## src/rtl/irq_thr_pkg.sv

```systemverilog
package irq_thr_pkg;
  localparam int REG_W    = 32;
  localparam int IVL_W    = 8;
  localparam int IVL_LSB  = 24;
  localparam int CLR_BIT  = 14;
  localparam int STS_BIT  = 13;
  localparam int MST_BIT  = 12;
  localparam int EN_BIT   = 8;
  localparam int POL_BIT  = 4;
  // one interval unit is 10 us, i.e. a 100 kHz unit rate
  localparam int UNIT_HZ  = 100_000;
endpackage

```

## src/rtl/irq_tick_gen.sv

```systemverilog
module irq_tick_gen #(
  parameter int DIV = 1000
) (
  input  logic clk,
  input  logic rst_n,
  input  logic run_i,
  input  logic restart_i,
  output logic tick_o
);
  localparam int CW = (DIV > 2) ? $clog2(DIV) : 1;
  localparam logic [CW-1:0] LAST = CW'(DIV - 1);

  logic [CW-1:0] pcnt_q, pcnt_d;

  always_comb begin
    tick_o = run_i && !restart_i && (pcnt_q == LAST);
    if (restart_i || !run_i || tick_o) pcnt_d = '0;
    else                               pcnt_d = pcnt_q + 1'b1;
  end

  always_ff @(posedge clk or negedge rst_n) begin
    if (!rst_n) pcnt_q <= '0;
    else        pcnt_q <= pcnt_d;
  end

  // units are at least two cycles apart
  p_tick_gap_r3: assert property (@(posedge clk) disable iff (!rst_n)
    tick_o |=> !tick_o);
endmodule

```

## src/rtl/irq_holdoff_timer.sv

```systemverilog
module irq_holdoff_timer #(
  parameter int W = 8
) (
  input  logic         clk,
  input  logic         rst_n,
  input  logic         kill_i,
  input  logic         load_i,
  input  logic [W-1:0] load_val_i,
  input  logic         tick_i,
  output logic         active_o
);
  logic [W-1:0] cnt_q, cnt_d;
  logic         cnt_en;

  always_comb begin
    cnt_en = kill_i || load_i || (tick_i && active_o);
    if (kill_i)      cnt_d = '0;
    else if (load_i) cnt_d = load_val_i;
    else             cnt_d = cnt_q - 1'b1;
  end

  always_ff @(posedge clk or negedge rst_n) begin
    if (!rst_n)      cnt_q <= '0;
    else if (cnt_en) cnt_q <= cnt_d;
  end

  assign active_o = (cnt_q != '0);

  p_kill_ends_r6: assert property (@(posedge clk) disable iff (!rst_n)
    kill_i |=> !active_o);
  p_reload_r5: assert property (@(posedge clk) disable iff (!rst_n)
    (load_i && !kill_i) |=> (cnt_q == $past(load_val_i)));
  p_step_down_r3: assert property (@(posedge clk) disable iff (!rst_n)
    (!kill_i && !load_i && active_o) |=>
      ((cnt_q == $past(cnt_q)) || (cnt_q == $past(cnt_q) - 1'b1)));
endmodule

```

## src/rtl/irq_cfg_reg.sv

```systemverilog
module irq_cfg_reg
  import irq_thr_pkg::*;
(
  input  logic             clk,
  input  logic             rst_n,
  input  logic             wr_i,
  input  logic [REG_W-1:0] wdata_i,
  input  logic             master_i,
  input  logic             active_i,
  output logic [REG_W-1:0] rdata_o,
  output logic [IVL_W-1:0] ivl_o,
  output logic             en_o,
  output logic             pol_o,
  output logic             restart_o,
  output logic             zero_wr_o
);
  logic [IVL_W-1:0] ivl_d;
  logic             en_d, pol_d;
  logic [IVL_W-1:0] wr_ivl;

  always_comb begin
    wr_ivl    = wdata_i[IVL_LSB +: IVL_W];
    ivl_d     = wr_ivl;
    en_d      = wdata_i[EN_BIT];
    pol_d     = wdata_i[POL_BIT];
    restart_o = wr_i && wdata_i[CLR_BIT];
    zero_wr_o = wr_i && (wr_ivl == '0);
  end

  always_ff @(posedge clk or negedge rst_n) begin
    if (!rst_n) begin
      ivl_o <= '0;
      en_o  <= 1'b0;
      pol_o <= 1'b0;
    end else if (wr_i) begin
      ivl_o <= ivl_d;
      en_o  <= en_d;
      pol_o <= pol_d;
    end
  end

  always_comb begin
    rdata_o                       = '0;
    rdata_o[IVL_LSB +: IVL_W]     = ivl_o;
    rdata_o[STS_BIT]              = active_i;
    rdata_o[MST_BIT]              = master_i;
    rdata_o[EN_BIT]               = en_o;
    rdata_o[POL_BIT]              = pol_o;
  end

  p_field_store_r1: assert property (@(posedge clk) disable iff (!rst_n)
    wr_i |=> (ivl_o == $past(wdata_i[IVL_LSB +: IVL_W])));
  p_field_hold_r1: assert property (@(posedge clk) disable iff (!rst_n)
    !wr_i |=> $stable(ivl_o) && $stable(en_o) && $stable(pol_o));
endmodule

```

## src/rtl/irq_pin_drv.sv

```systemverilog
module irq_pin_drv (
  input  logic asrt_i,
  input  logic pol_i,
  input  logic od_i,
  output logic pin_o,
  output logic oe_o
);
  always_comb begin
    if (od_i) begin
      pin_o = 1'b0;
      oe_o  = asrt_i;
    end else begin
      pin_o = pol_i ? asrt_i : !asrt_i;
      oe_o  = 1'b1;
    end
  end
endmodule

```

## src/rtl/irq_throttle.sv

```systemverilog
module irq_throttle
  import irq_thr_pkg::*;
#(
  parameter int N_SRC       = 8,
  parameter int CLK_FREQ_HZ = 100_000_000
) (
  input  logic             clk,
  input  logic             rst_n,
  input  logic             reg_wr,
  input  logic [31:0]      reg_wdata,
  output logic [31:0]      reg_rdata,
  input  logic [N_SRC-1:0] src_status,
  input  logic [N_SRC-1:0] src_enable,
  input  logic             wake_status,
  input  logic             wake_enable,
  input  logic             od_mode,
  output logic             irq_out,
  output logic             irq_oe
);
  localparam int DIV = CLK_FREQ_HZ / UNIT_HZ;

  logic [1:0]       rst_sync_q;
  logic             core_rst_n;
  logic             master, wake_hit, active, tick;
  logic             pin_req, fall, asrt_q;
  logic             restart, zero_wr, tmr_load;
  logic [IVL_W-1:0] ivl, load_val;
  logic             cfg_en, cfg_pol;

  always_ff @(posedge clk or negedge rst_n) begin
    if (!rst_n) rst_sync_q <= 2'b00;
    else        rst_sync_q <= {rst_sync_q[0], 1'b1};
  end
  assign core_rst_n = rst_sync_q[1];

  always_comb begin
    master   = |(src_status & src_enable);
    wake_hit = wake_status && wake_enable;
    pin_req  = cfg_en && ((master && !active) || wake_hit);
    fall     = asrt_q && !pin_req;
    tmr_load = restart || fall;
    load_val = restart ? reg_wdata[IVL_LSB +: IVL_W] : ivl;
  end

  always_ff @(posedge clk or negedge core_rst_n) begin
    if (!core_rst_n) asrt_q <= 1'b0;
    else             asrt_q <= pin_req;
  end

  irq_cfg_reg u_cfg (
    .clk       (clk),
    .rst_n     (core_rst_n),
    .wr_i      (reg_wr),
    .wdata_i   (reg_wdata),
    .master_i  (master),
    .active_i  (active),
    .rdata_o   (reg_rdata),
    .ivl_o     (ivl),
    .en_o      (cfg_en),
    .pol_o     (cfg_pol),
    .restart_o (restart),
    .zero_wr_o (zero_wr)
  );

  irq_tick_gen #(.DIV(DIV)) u_tick (
    .clk       (clk),
    .rst_n     (core_rst_n),
    .run_i     (active),
    .restart_i (tmr_load || zero_wr),
    .tick_o    (tick)
  );

  irq_holdoff_timer #(.W(IVL_W)) u_tmr (
    .clk        (clk),
    .rst_n      (core_rst_n),
    .kill_i     (zero_wr),
    .load_i     (tmr_load),
    .load_val_i (load_val),
    .tick_i     (tick),
    .active_o   (active)
  );

  irq_pin_drv u_drv (
    .asrt_i (asrt_q),
    .pol_i  (cfg_pol),
    .od_i   (od_mode),
    .pin_o  (irq_out),
    .oe_o   (irq_oe)
  );

  p_hold_back_r4: assert property (@(posedge clk) disable iff (!core_rst_n)
    (active && !wake_hit) |-> !pin_req);
  p_en_off_r7: assert property (@(posedge clk) disable iff (!core_rst_n)
    !cfg_en |=> !asrt_q);
  p_wake_pass_r10: assert property (@(posedge clk) disable iff (!core_rst_n)
    (cfg_en && wake_hit) |=> asrt_q);
  p_od_low_r9: assert property (@(posedge clk) disable iff (!core_rst_n)
    od_mode |-> (!irq_out && (irq_oe == asrt_q)));
  p_pin_follow_r11: assert property (@(posedge clk) disable iff (!core_rst_n)
    1'b1 |=> (asrt_q == $past(pin_req)));
endmodule

```

## config.mk

```make
export PLATFORM = sky130hd
export DESIGN_NAME = irq_throttle
export DESIGN_NICKNAME = d
export VERILOG_FILES = /design/src/rtl/irq_thr_pkg.sv /design/src/rtl/irq_tick_gen.sv /design/src/rtl/irq_holdoff_timer.sv /design/src/rtl/irq_cfg_reg.sv /design/src/rtl/irq_pin_drv.sv /design/src/rtl/irq_throttle.sv
export SDC_FILE = /design/constraint.sdc
export NUM_CORES = 1
export LEC_CHECK = 0
export BUFFER_PORTS_ARGS = -buffer_cell sky130_fd_sc_hd__buf_2
export CORE_ASPECT_RATIO = 1.25
export CORE_MARGIN = 10
export CORE_UTILIZATION = 40
export CTS_BUF_LIST = sky130_fd_sc_hd__clkbuf_4 sky130_fd_sc_hd__clkbuf_8 sky130_fd_sc_hd__clkbuf_16
export DETAILED_ROUTE_END_ITERATION = 8
export PLACE_DENSITY = 0.71
export REMOVE_ABC_BUFFERS = 1
export SLEW_MARGIN = 5
export SYNTH_ARGS = -nofsm -noshare
export SYNTH_HDL_FRONTEND = slang
export SYNTH_SLANG_ARGS = --single-unit
```

## constraint.sdc

```tcl
create_clock -name clk -period 1.9 [get_ports clk]
set_input_delay 0.19 -clock clk [delete_from_list [all_inputs] [get_ports clk]]
set_output_delay 0.19 -clock clk [all_outputs]
set_load 0.02 [all_outputs]
```

==> out/qor.log, run 1 <==
INFO  floorplanning  chip_height=96.18µm
INFO  placement      placement.cell_area=2191µm²
INFO  sta            grt_setup_unrepaired=true
INFO  setup_path     critical-path-max-stage-delay=0.47ns
INFO  sta            final.setup.worst_slack=-0.1779ns
INFO  drt            detail_route.vias_per_cell=4.902
INFO  cells_and_area fin_util=56.59%
INFO  setup_path     setup_crit_end_kind=flip-flop
INFO  drt            routedWlPerCell=15.38µm
INFO  grt            grt_use_total=12.50%
INFO  floorplanning  die_width=80.94µm
INFO  sta            setup_viol=9
INFO  cts            clock_tree.htree_level_count=2
INFO  yosys          synth.top_cells.by_area=sky130_fd_sc_hd__dfrtp_1 42%, sky130_fd_sc_hd__buf_4 10%, sky130_fd_sc_hd__mux2_2 6.1%
INFO  sta            maxSlewViolCount=0
INFO  setup_path     critical_path_buf_inv_count=3
INFO  sta            fin_worst_skew=0.003185ns
INFO  setup_path     path_cells=inv_2 > ha_4 > or4b_4 > nor2_4 > buf_6 > a41oi_4 > buf_6 > a31o_4 > a31oi_1
INFO  grt            grt_antenna_before_repair=0
INFO  floorplanning  initial_core_utilization=41.64%
INFO  setup_path     critical-path-top-delay-family=simple AND/OR/NAND/NOR gates
INFO  cts            cts_tree=yes
INFO  drt            drt_wl_total=4.860mm
INFO  min_path       min_delay_path_depth=2
INFO  sta            final_hold_violations=0
INFO  yosys          syn-mean-instance-area=10.15µm²
INFO  drt            remaining_drc_errors=0
INFO  sta            layout_worst_path_cycle_share=109.4%
INFO  setup_path     cp_max_fo=5
INFO  drt            route.antenna.remaining_nets=0
INFO  yosys          synth_seq_cells=31
INFO  cells_and_area drive_gt1_share=48.06%
INFO  pwr            standby_leakage_power=1.175nW
INFO  drt            detailedRoute.firstIterationViolations=87
INFO  floorplanning  pin_count=88
INFO  pwr            ir_worst_vdd=0.6524mV
INFO  cts            clock_latency=0.28ns
INFO  min_path       worst_hold_path_type=in2reg
INFO  setup_path     worst_setup_path_start_kind=flip-flop
INFO  cells_and_area synthToLayoutAreaGrowth=35.92%
INFO  placement      gp_congestion=0.8373
INFO  grt            wire_length_of_the_first_global_routing_pass=7.617mm
INFO  cts            cts_num_sinks=31
INFO  setup_path     rr_worst_depth=9
INFO  setup_path     critical_setup_path_class=reg2reg
INFO  yosys          share_of_synthesized_area_occupied_by_flip_flops_and_latches=41.78%
INFO  floorplanning  core_area=4459µm²
INFO  drt            dr_total_vias=1549
INFO  floorplanning  die_area=7784µm²
INFO  yosys          netlist_instances=183
INFO  setup_path     worst_ep_arrival_time=2.28ns
INFO  placement      place.detailed.instances=300
INFO  setup_path     worst_path_most_repeated_cell=sky130_fd_sc_hd__buf_6
INFO  setup_path     required=2.10ns
INFO  sta            max_freq=481.2MHz
INFO  status         failing_checks=setup timing
INFO  placement      place_ws=-0.06434ns
INFO  drt            drt_pre_antenna_iters=4
INFO  pwr            power.density_cell_area=773.0nW/µm²
INFO  placement      port_buffers=46
INFO  cts            cts_inserted_buffers=5
INFO  sta            fin_setup_tns=-0.8958ns
INFO  placement      dpl.hpwl=3.444mm
INFO  yosys          yosysUniqueCellTypes=42
INFO  cts            clkTransAtPathRegs=0.06ns
INFO  grt            pin_count_of_the_biggest_net_entering_global_routing=30
INFO  yosys          synth-warning-count=0
INFO  cts            clock_tree.buffer_depth=2
INFO  cells_and_area final_net_count=314
INFO  yosys          cell_type_with_the_highest_aggregate_area_in_the_netlist=sky130_fd_sc_hd__dfrtp_1
INFO  cells_and_area antenna_cells_inserted=0
INFO  yosys          netlist_area=1857µm²
INFO  grt            first_global_vias=1706
INFO  cells_and_area stdcell_area=2524µm²
INFO  setup_path     slowest_stage=sky130_fd_sc_hd__or4b_4
INFO  cts            root_buf_cell=sky130_fd_sc_hd__clkbuf_8
INFO  status         status=finished, violations left
INFO  setup_path     cp_num_cells=9
INFO  cells_and_area filler_cell_count=393
INFO  cells_and_area stdcell_count=316
INFO  floorplanning  row_count=27
INFO  yosys          netlist.area_leader.share=41.78%
INFO  flow_run       max_cap_viols=0
INFO  grt            total_congestion_overflow=0
INFO  sta            layout_min_cycle_time=2.078ns
[placed cells by master (no fill, tap or decap), types with 2 or more instances in the layout]
| cell type | netlist | routed |
|---|---|---|
| sky130_fd_sc_hd__xor2_1 | 10 | 8 |
| sky130_fd_sc_hd__nand2_1 | 8 | 8 |
| sky130_fd_sc_hd__xor2_2 | 0 | 2 |
| sky130_fd_sc_hd__a22oi_1 | 5 | 5 |
| sky130_fd_sc_hd__nor2_1 | 14 | 13 |
| sky130_fd_sc_hd__buf_2 | 2 | 45 |
| sky130_fd_sc_hd__conb_1 | 2 | 21 |
| sky130_fd_sc_hd__or4b_4 | 1 | 3 |
| sky130_fd_sc_hd__dfrtp_1 | 31 | 31 |
| sky130_fd_sc_hd__xnor2_1 | 4 | 4 |
| sky130_fd_sc_hd__nand3_1 | 16 | 14 |
| sky130_fd_sc_hd__nor3_1 | 4 | 3 |
| sky130_fd_sc_hd__a21oi_1 | 8 | 2 |
| sky130_fd_sc_hd__buf_4 | 25 | 22 |
| sky130_fd_sc_hd__a21oi_4 | 0 | 2 |
| sky130_fd_sc_hd__mux2_2 | 10 | 10 |
| sky130_fd_sc_hd__nand3_2 | 0 | 2 |
| sky130_fd_sc_hd__and3_1 | 4 | 4 |
| sky130_fd_sc_hd__buf_6 | 1 | 7 |
| sky130_fd_sc_hd__a21oi_2 | 0 | 4 |
| sky130_fd_sc_hd__nand4_1 | 2 | 2 |
| sky130_fd_sc_hd__a31o_1 | 6 | 5 |
| sky130_fd_sc_hd__ha_1 | 3 | 2 |
| sky130_fd_sc_hd__inv_2 | 1 | 2 |
| sky130_fd_sc_hd__clkbuf_8 | 0 | 7 |
[metrics by stage]
| stage | hold WS, ns | total power, mW |
|---|---|---|
| after global placement | -0.02540 | 1.279 |
| after floorplan | -0.1056 | 1.082 |
| after global routing | 0.1279 | 2.065 |
| after detailed placement | -0.02262 | 1.296 |
| after CTS | 0.1282 | 1.911 |
| final | 0.1367 | 1.951 |
[logic make-up after synthesis]
| kind of cell | synth area share, % |
|---|---|
| flip-flops | 41.78 |
| AND/OR/NAND/NOR | 19.88 |
| adder cells (fa/ha/maj) | 2.022 |
| multiplexers | 6.604 |
| other | 0.4045 |
| AO/OA/AOI/OAI | 10.24 |
| buffers and inverters | 12.47 |
| XOR/XNOR | 6.603 |
[metal layers]
metal	global-route usage [%]	vias to the layer above	routed length, µm
li1	-	750	-
met1	11.46	743	1668
met2	24.60	44	2763
met3	3.731	12	275
met4	5.202	0	153
met5	0	-	0
[what timing repair did]
action	4_1_cts	5_1_grt
hold buffers	1	0
endpoints found under the hold margin	2	0
setup endpoints to repair	18	19
pin swaps	7	8
gates cloned	1	1
buffers inserted	3	3
gates resized for setup	19	20
[sequential cells by signal, summed over array words and instances (netlist names)]
name / count
u_tick.pcnt_q: 10
u_cfg.ivl_o: 8
u_tmr.cnt_q: 8
rst_sync_q: 2
asrt_q: 1
u_cfg.en_o: 1
u_cfg.pol_o: 1
[Yosys cell counts]
master                     number
sky130_fd_sc_hd__a31oi_1        2
sky130_fd_sc_hd__and4_2         1
sky130_fd_sc_hd__o31ai_1        1
sky130_fd_sc_hd__or4_1          1
sky130_fd_sc_hd__nand4_2        1
sky130_fd_sc_hd__inv_1          4
sky130_fd_sc_hd__nor3_4         1
sky130_fd_sc_hd__buf_1          1
sky130_fd_sc_hd__nand4b_1       1
sky130_fd_sc_hd__nand2_2        1
sky130_fd_sc_hd__conb_1         2
sky130_fd_sc_hd__buf_4         25
sky130_fd_sc_hd__dfrtp_1       31
sky130_fd_sc_hd__a31o_1         6
sky130_fd_sc_hd__or4b_4         1
sky130_fd_sc_hd__nor3_1         4
sky130_fd_sc_hd__a41oi_2        1
sky130_fd_sc_hd__a21boi_0       1
sky130_fd_sc_hd__xor2_1        10
sky130_fd_sc_hd__xnor2_1        4
sky130_fd_sc_hd__nand3_1       16
sky130_fd_sc_hd__nor4_4         1
sky130_fd_sc_hd__inv_2          1
sky130_fd_sc_hd__nor2b_1        1
sky130_fd_sc_hd__and3_1         4
sky130_fd_sc_hd__mux2_2        10
sky130_fd_sc_hd__or3_2          1
sky130_fd_sc_hd__buf_2          2
sky130_fd_sc_hd__a21oi_1        8
sky130_fd_sc_hd__a22oi_1        5
sky130_fd_sc_hd__nand4_1        2
sky130_fd_sc_hd__nand2b_1       1
sky130_fd_sc_hd__or4b_1         1
sky130_fd_sc_hd__nor2_1        14
sky130_fd_sc_hd__nor2_4         1
sky130_fd_sc_hd__nand2_1        8
sky130_fd_sc_hd__mux2i_1        1
sky130_fd_sc_hd__a311oi_1       1
sky130_fd_sc_hd__ha_1           3
sky130_fd_sc_hd__buf_6          1
sky130_fd_sc_hd__or4_4          1
sky130_fd_sc_hd__o21a_1         1
[layout make-up]
class / instances / area [µm²] / share of cell area (%)
clock buffer: 8 / 103.9 / 4.115
inverter: 5 / 30.03 / 1.190
multi-input combinational: 138 / 1047 / 41.50
sequential: 31 / 775.7 / 30.74
tap: 58 / 72.57 / 2.876
timing repair buffer: 76 / 494.2 / 19.58
[path summary, 6_finish.rpt]
check | startpoint | slack, ns | endpoint
worst max-delay path | u_tmr.cnt_q[1]$_DFFE_PN0P_ | -0.18 | u_tmr.cnt_q[4]$_DFFE_PN0P_
worst max register to register | u_tmr.cnt_q[1]$_DFFE_PN0P_ | -0.18 | u_tmr.cnt_q[4]$_DFFE_PN0P_
worst min-delay path | reg_wdata[8] | 0.14 | u_cfg.en_o$_DFFE_PN0P_
worst min register to register | rst_sync_q[1]$_DFF_PN0_ | 0.25 | u_cfg.ivl_o[1]$_DFFE_PN0P_
max in group asynchronous | rst_sync_q[1]$_DFF_PN0_ | 1.36 | u_tick.pcnt_q[6]$_DFF_PN0_
min in group asynchronous | rst_n | 0.22 | rst_sync_q[0]$_DFF_PN0_
[power breakdown]
part / switching (mW) / internal (mW) / total [mW] / leakage (nW)
Combinational: 0.292 / 0.258 / 0.549 / 0.741
Clock: 0.239 / 0.345 / 0.583 / 0.0549
Sequential: 0.0729 / 0.745 / 0.818 / 0.379
Total: 0.603 / 1.35 / 1.95 / 1.17
(Power assumes the default switching activity.)
==> inputs of run 2 (changes only) <==
--- a/config.mk
+++ b/config.mk
@@ -13,6 +13,7 @@
 export DETAILED_ROUTE_END_ITERATION = 8
 export PLACE_DENSITY = 0.71
 export REMOVE_ABC_BUFFERS = 1
+export SETUP_SLACK_MARGIN = 0.3
 export SLEW_MARGIN = 5
 export SYNTH_ARGS = -nofsm -noshare
 export SYNTH_HDL_FRONTEND = slang
==> run 2 against run 1 <==
Effect of this change: the flow still finishes with violations (setup timing); die area unchanged; clock skew up 0.00078 ns; global-route usage up 0.38 points; critical endpoint unchanged; flip-flop and latch count unchanged; maximum frequency down 1.1%; sequential power about the same.
==> out/qor.log, run 2 (synthesis gave the netlist of run 1 again) <==
INFO  setup_path     critical_path.reg2reg.endpoint=u_tmr.cnt_q[4]$_DFFE_PN0P_ [unchanged]
INFO  sta            final_hold_violations=0 [unchanged]
INFO  cts            cts_num_sinks=31 [unchanged]
INFO  setup_path     cp_max_fo=5 [unchanged]
INFO  drt            routedWlPerCell=15.65µm [was 15.38 µm]
INFO  cells_and_area most_used_cells_in_the_layout_excluding_fill_and_tap_cells=45 x sky130_fd_sc_hd__buf_2, 31 x sky130_fd_sc_hd__dfrtp_1, 22 x sky130_fd_sc_hd__buf_4 [unchanged]
INFO  sta            max_freq=476.2MHz [was 481.2 MHz]
INFO  cells_and_area filler_cell_count=396 [was 393]
INFO  setup_path     critical_setup_path_class=reg2reg [unchanged]
INFO  placement      placement.cell_area=2191µm² [unchanged]
INFO  setup_path     crit_path_start=u_tmr.cnt_q[1]$_DFFE_PN0P_ [unchanged]
INFO  cells_and_area synthToLayoutAreaGrowth=37.60% [was 35.92%]
INFO  drt            detailedRoute.firstIterationViolations=86 [was 87]
INFO  setup_path     slowest_stage=sky130_fd_sc_hd__or4b_4 [unchanged]
INFO  setup_path     worst_setup_path_start_kind=flip-flop [unchanged]
INFO  drt            route.antenna.remaining_nets=0 [unchanged]
INFO  min_path       worst_hold_path_type=in2reg [unchanged]
INFO  floorplanning  row_count=27 [unchanged]
INFO  setup_path     launch_instance_of_the_worst_register_to_register_path=u_tmr.cnt_q[1]$_DFFE_PN0P_ [unchanged]
INFO  pwr            power.density_cell_area=766.0nW/µm² [was 773.0 nW/µm²]
INFO  pwr            internal_power=1.349mW [was 1.347 mW]
INFO  drt            dr_total_vias=1547 [was 1549]
INFO  cells_and_area antenna_cells_inserted=0 [unchanged]
INFO  grt            pin_count_of_the_biggest_net_entering_global_routing=30 [unchanged]
INFO  sta            fin_worst_skew=0.003963ns [was 0.003185 ns]
INFO  sta            transition_at_the_pin_with_the_smallest_max_transition_slack=0.6834ns
INFO  pwr            switching_share=31.07% [was 30.93%]
INFO  grt            grt_antenna_before_repair=0 [unchanged]
INFO  grt            grt_use_total=12.88% [was 12.50%]
INFO  setup_path     path_cells=inv_2 > ha_4 > or4b_4 > nor2_4 > buf_6 > a41oi_4 > buf_6 > a31o_4 > a31oi_1 [unchanged]
INFO  placement      gp_congestion=0.8373 [unchanged]
INFO  drt            drt_pre_antenna_iters=4 [unchanged]
INFO  floorplanning  die_area=7784µm² [unchanged]
INFO  sta            layout_worst_path_cycle_share=110.5% [was 109.4%]
INFO  grt            first_global_vias=1716 [was 1706]
INFO  setup_path     rr_worst_depth=9 [unchanged]
INFO  floorplanning  die_width=80.94µm [unchanged]
INFO  placement      dpl.hpwl=3.444mm [unchanged]
INFO  setup_path     setup_crit_end_kind=flip-flop [unchanged]
INFO  drt            detail_route.vias_per_cell=4.880 [was 4.902]
INFO  pwr            p_seq_share=41.8% [was 41.9%]
INFO  floorplanning  chip_height=96.18µm [unchanged]
INFO  sta            final.setup.worst_slack=-0.2001ns [was -0.1779 ns]
INFO  setup_path     worst_path_most_repeated_cell=sky130_fd_sc_hd__buf_6 [unchanged]
INFO  sta            setup_viol=14 [was 9]
INFO  setup_path     required=2.10ns [about the same]
INFO  placement      port_buffers=46 [unchanged]
INFO  cells_and_area final_net_count=315 [was 314]
INFO  cts            clock_tree.htree_level_count=2 [unchanged]
INFO  cts            clkTransAtPathRegs=0.06ns [about the same]
INFO  sta            remaining_max_slew_budget_at_the_tightest_pin=54.03%
INFO  sta            layout_min_cycle_time=2.100ns [was 2.078 ns]
INFO  cells_and_area largest_register=u_tick.pcnt_q [unchanged]
INFO  setup_path     r2r_setup_slack=-0.20ns [was -0.18 ns]
INFO  cells_and_area mostFrequentLayoutCell=sky130_fd_sc_hd__buf_2 [unchanged]
INFO  pwr            ir_worst_vdd=0.6524mV [about the same]
INFO  cells_and_area largest_register_ff_count=10 [unchanged]
INFO  min_path       min-delay-start=reg_wdata[8] [unchanged]
INFO  drt            remaining_drc_errors=0 [unchanged]
INFO  setup_path     worst_ep_arrival_time=2.30ns [was 2.28 ns]
INFO  cts            clock_tree.buffer_depth=2 [unchanged]
INFO  cells_and_area biggestRegsByFlops=u_tick.pcnt_q x10, u_cfg.ivl_o x8, u_tmr.cnt_q x8 [unchanged]
INFO  cells_and_area drive_gt1_share=50.58% [was 48.06%]
INFO  floorplanning  pin_count=88 [unchanged]
INFO  flow_run       max_cap_viols=0 [unchanged]
INFO  grt            wire_length_of_the_first_global_routing_pass=7.783mm [was 7.617 mm]
INFO  pwr            standby_leakage_power=1.172nW [was 1.175 nW]
INFO  cts            root_buf_cell=sky130_fd_sc_hd__clkbuf_8 [unchanged]
INFO  min_path       timing.hold.worst_endpoint=u_cfg.en_o$_DFFE_PN0P_ [unchanged]
INFO  cells_and_area stdcell_area=2555µm² [was 2524 µm²]
INFO  pwr            power_frac_comb=28.2% [about the same]
INFO  floorplanning  initial_core_utilization=41.64% [unchanged]
INFO  cts            clock_latency=0.28ns [about the same]
INFO  setup_path     critical-path-max-stage-delay=0.48ns [was 0.47 ns]
INFO  cts            cts_tree=yes [unchanged]
INFO  status         status=finished, violations left [unchanged]
INFO  sta            grt_setup_unrepaired=true [unchanged]
INFO  pwr            clockPowerShare=30.0% [was 29.9%]
INFO  min_path       min_delay_path_depth=2 [unchanged]
INFO  pwr            netSwitchingPower=608.2µW [was 603.5 µW]
INFO  cts            cts_inserted_buffers=5 [unchanged]
INFO  status         failing_checks=setup timing [unchanged]
INFO  cells_and_area fin_util=57.30% [was 56.59%]
INFO  sta            maxSlewViolCount=0 [unchanged]
INFO  drt            drt_wl_total=4.961mm [was 4.860 mm]
INFO  floorplanning  core_area=4459µm² [unchanged]
INFO  grt            total_congestion_overflow=0 [unchanged]
## run 2: cell types whose count changed in the layout (fill, tap and decap cells not counted), sizes merged
cell,before,now
buf,75,76
## run 2: metrics by stage
step	instances	total power [mW]	setup slack, ns	hold WS, ns	setup TNS, ns
after floorplan	173	1.082	-0.01386	-0.1056	-0.01971
after CTS	315	1.918	-0.1500	0.1282	-0.9718
after detailed placement	300	1.296	-0.06434	-0.02262	-0.2662
after global routing	317	2.068	-0.2718	0.1280	-2.578
final	317	1.957	-0.2001	0.1353	-1.083
after global placement	300	1.279	-0.03167	-0.02540	-0.05239
## run 2: worst max path at each step
stage,end
after global routing,u_tmr.cnt_q[4]$_DFFE_PN0P_
final,u_tmr.cnt_q[4]$_DFFE_PN0P_
after CTS,reg_rdata[13]
after global placement,u_tmr.cnt_q[0]$_DFFE_PN0P_
after detailed placement,u_tmr.cnt_q[4]$_DFFE_PN0P_
after floorplan,u_tmr.cnt_q[0]$_DFFE_PN0P_
## run 2: layout make-up
cell class | count | area [µm²] | area share, %
multi-input combinational | 138 | 1067 | 41.77
sequential | 31 | 775.7 | 30.36
tap | 58 | 72.57 | 2.840
timing repair buffer | 77 | 505.5 | 19.78
inverter | 5 | 30.03 | 1.175
clock buffer | 8 | 103.9 | 4.065
## run 2: worst max-delay path: cells and delay by family (launching register included)
family	cells	cell delay [ns]
flip-flops	1	0.38
AO/OA/AOI/OAI	3	0.50
adder cells (fa/ha/maj)	1	0.12
buffers and inverters	3	0.37
AND/OR/NAND/NOR	2	0.63
## run 2: timing repair
item                                    in CTS  in global routing
hold buffers                                 1                  0
endpoints found under the hold margin        2                  0
endpoints found under the setup margin      19                 20
gates cloned                                 2                  0
resized for setup                           23                 23
pin swaps                                   17                 11
buffers inserted                             4                  2
## run 2: power groups by stage
stage          logic, mW  clock network [mW]  registers [mW]
6_report           0.553               0.587           0.817
5_1_grt            0.604               0.634           0.829
4_1_cts            0.500               0.603           0.816
3_5_place_dp       0.470                   0           0.826
3_3_place_gp       0.458                   0           0.821
2_1_floorplan      0.223                   0           0.859
## run 2: routing by layer
| metal | vias up | part of all wire, % | GRT usage (%) | wire length [µm] |
|---|---|---|---|---|
| li1 | 753 | - | - | - |
| met1 | 740 | 34 | 11.63 | 1699 |
| met2 | 44 | 58 | 25.33 | 2866 |
| met3 | 10 | 5.3 | 3.918 | 262 |
| met4 | 0 | 2.7 | 5.780 | 132 |
| met5 | - | 0 | 0 | 0 |
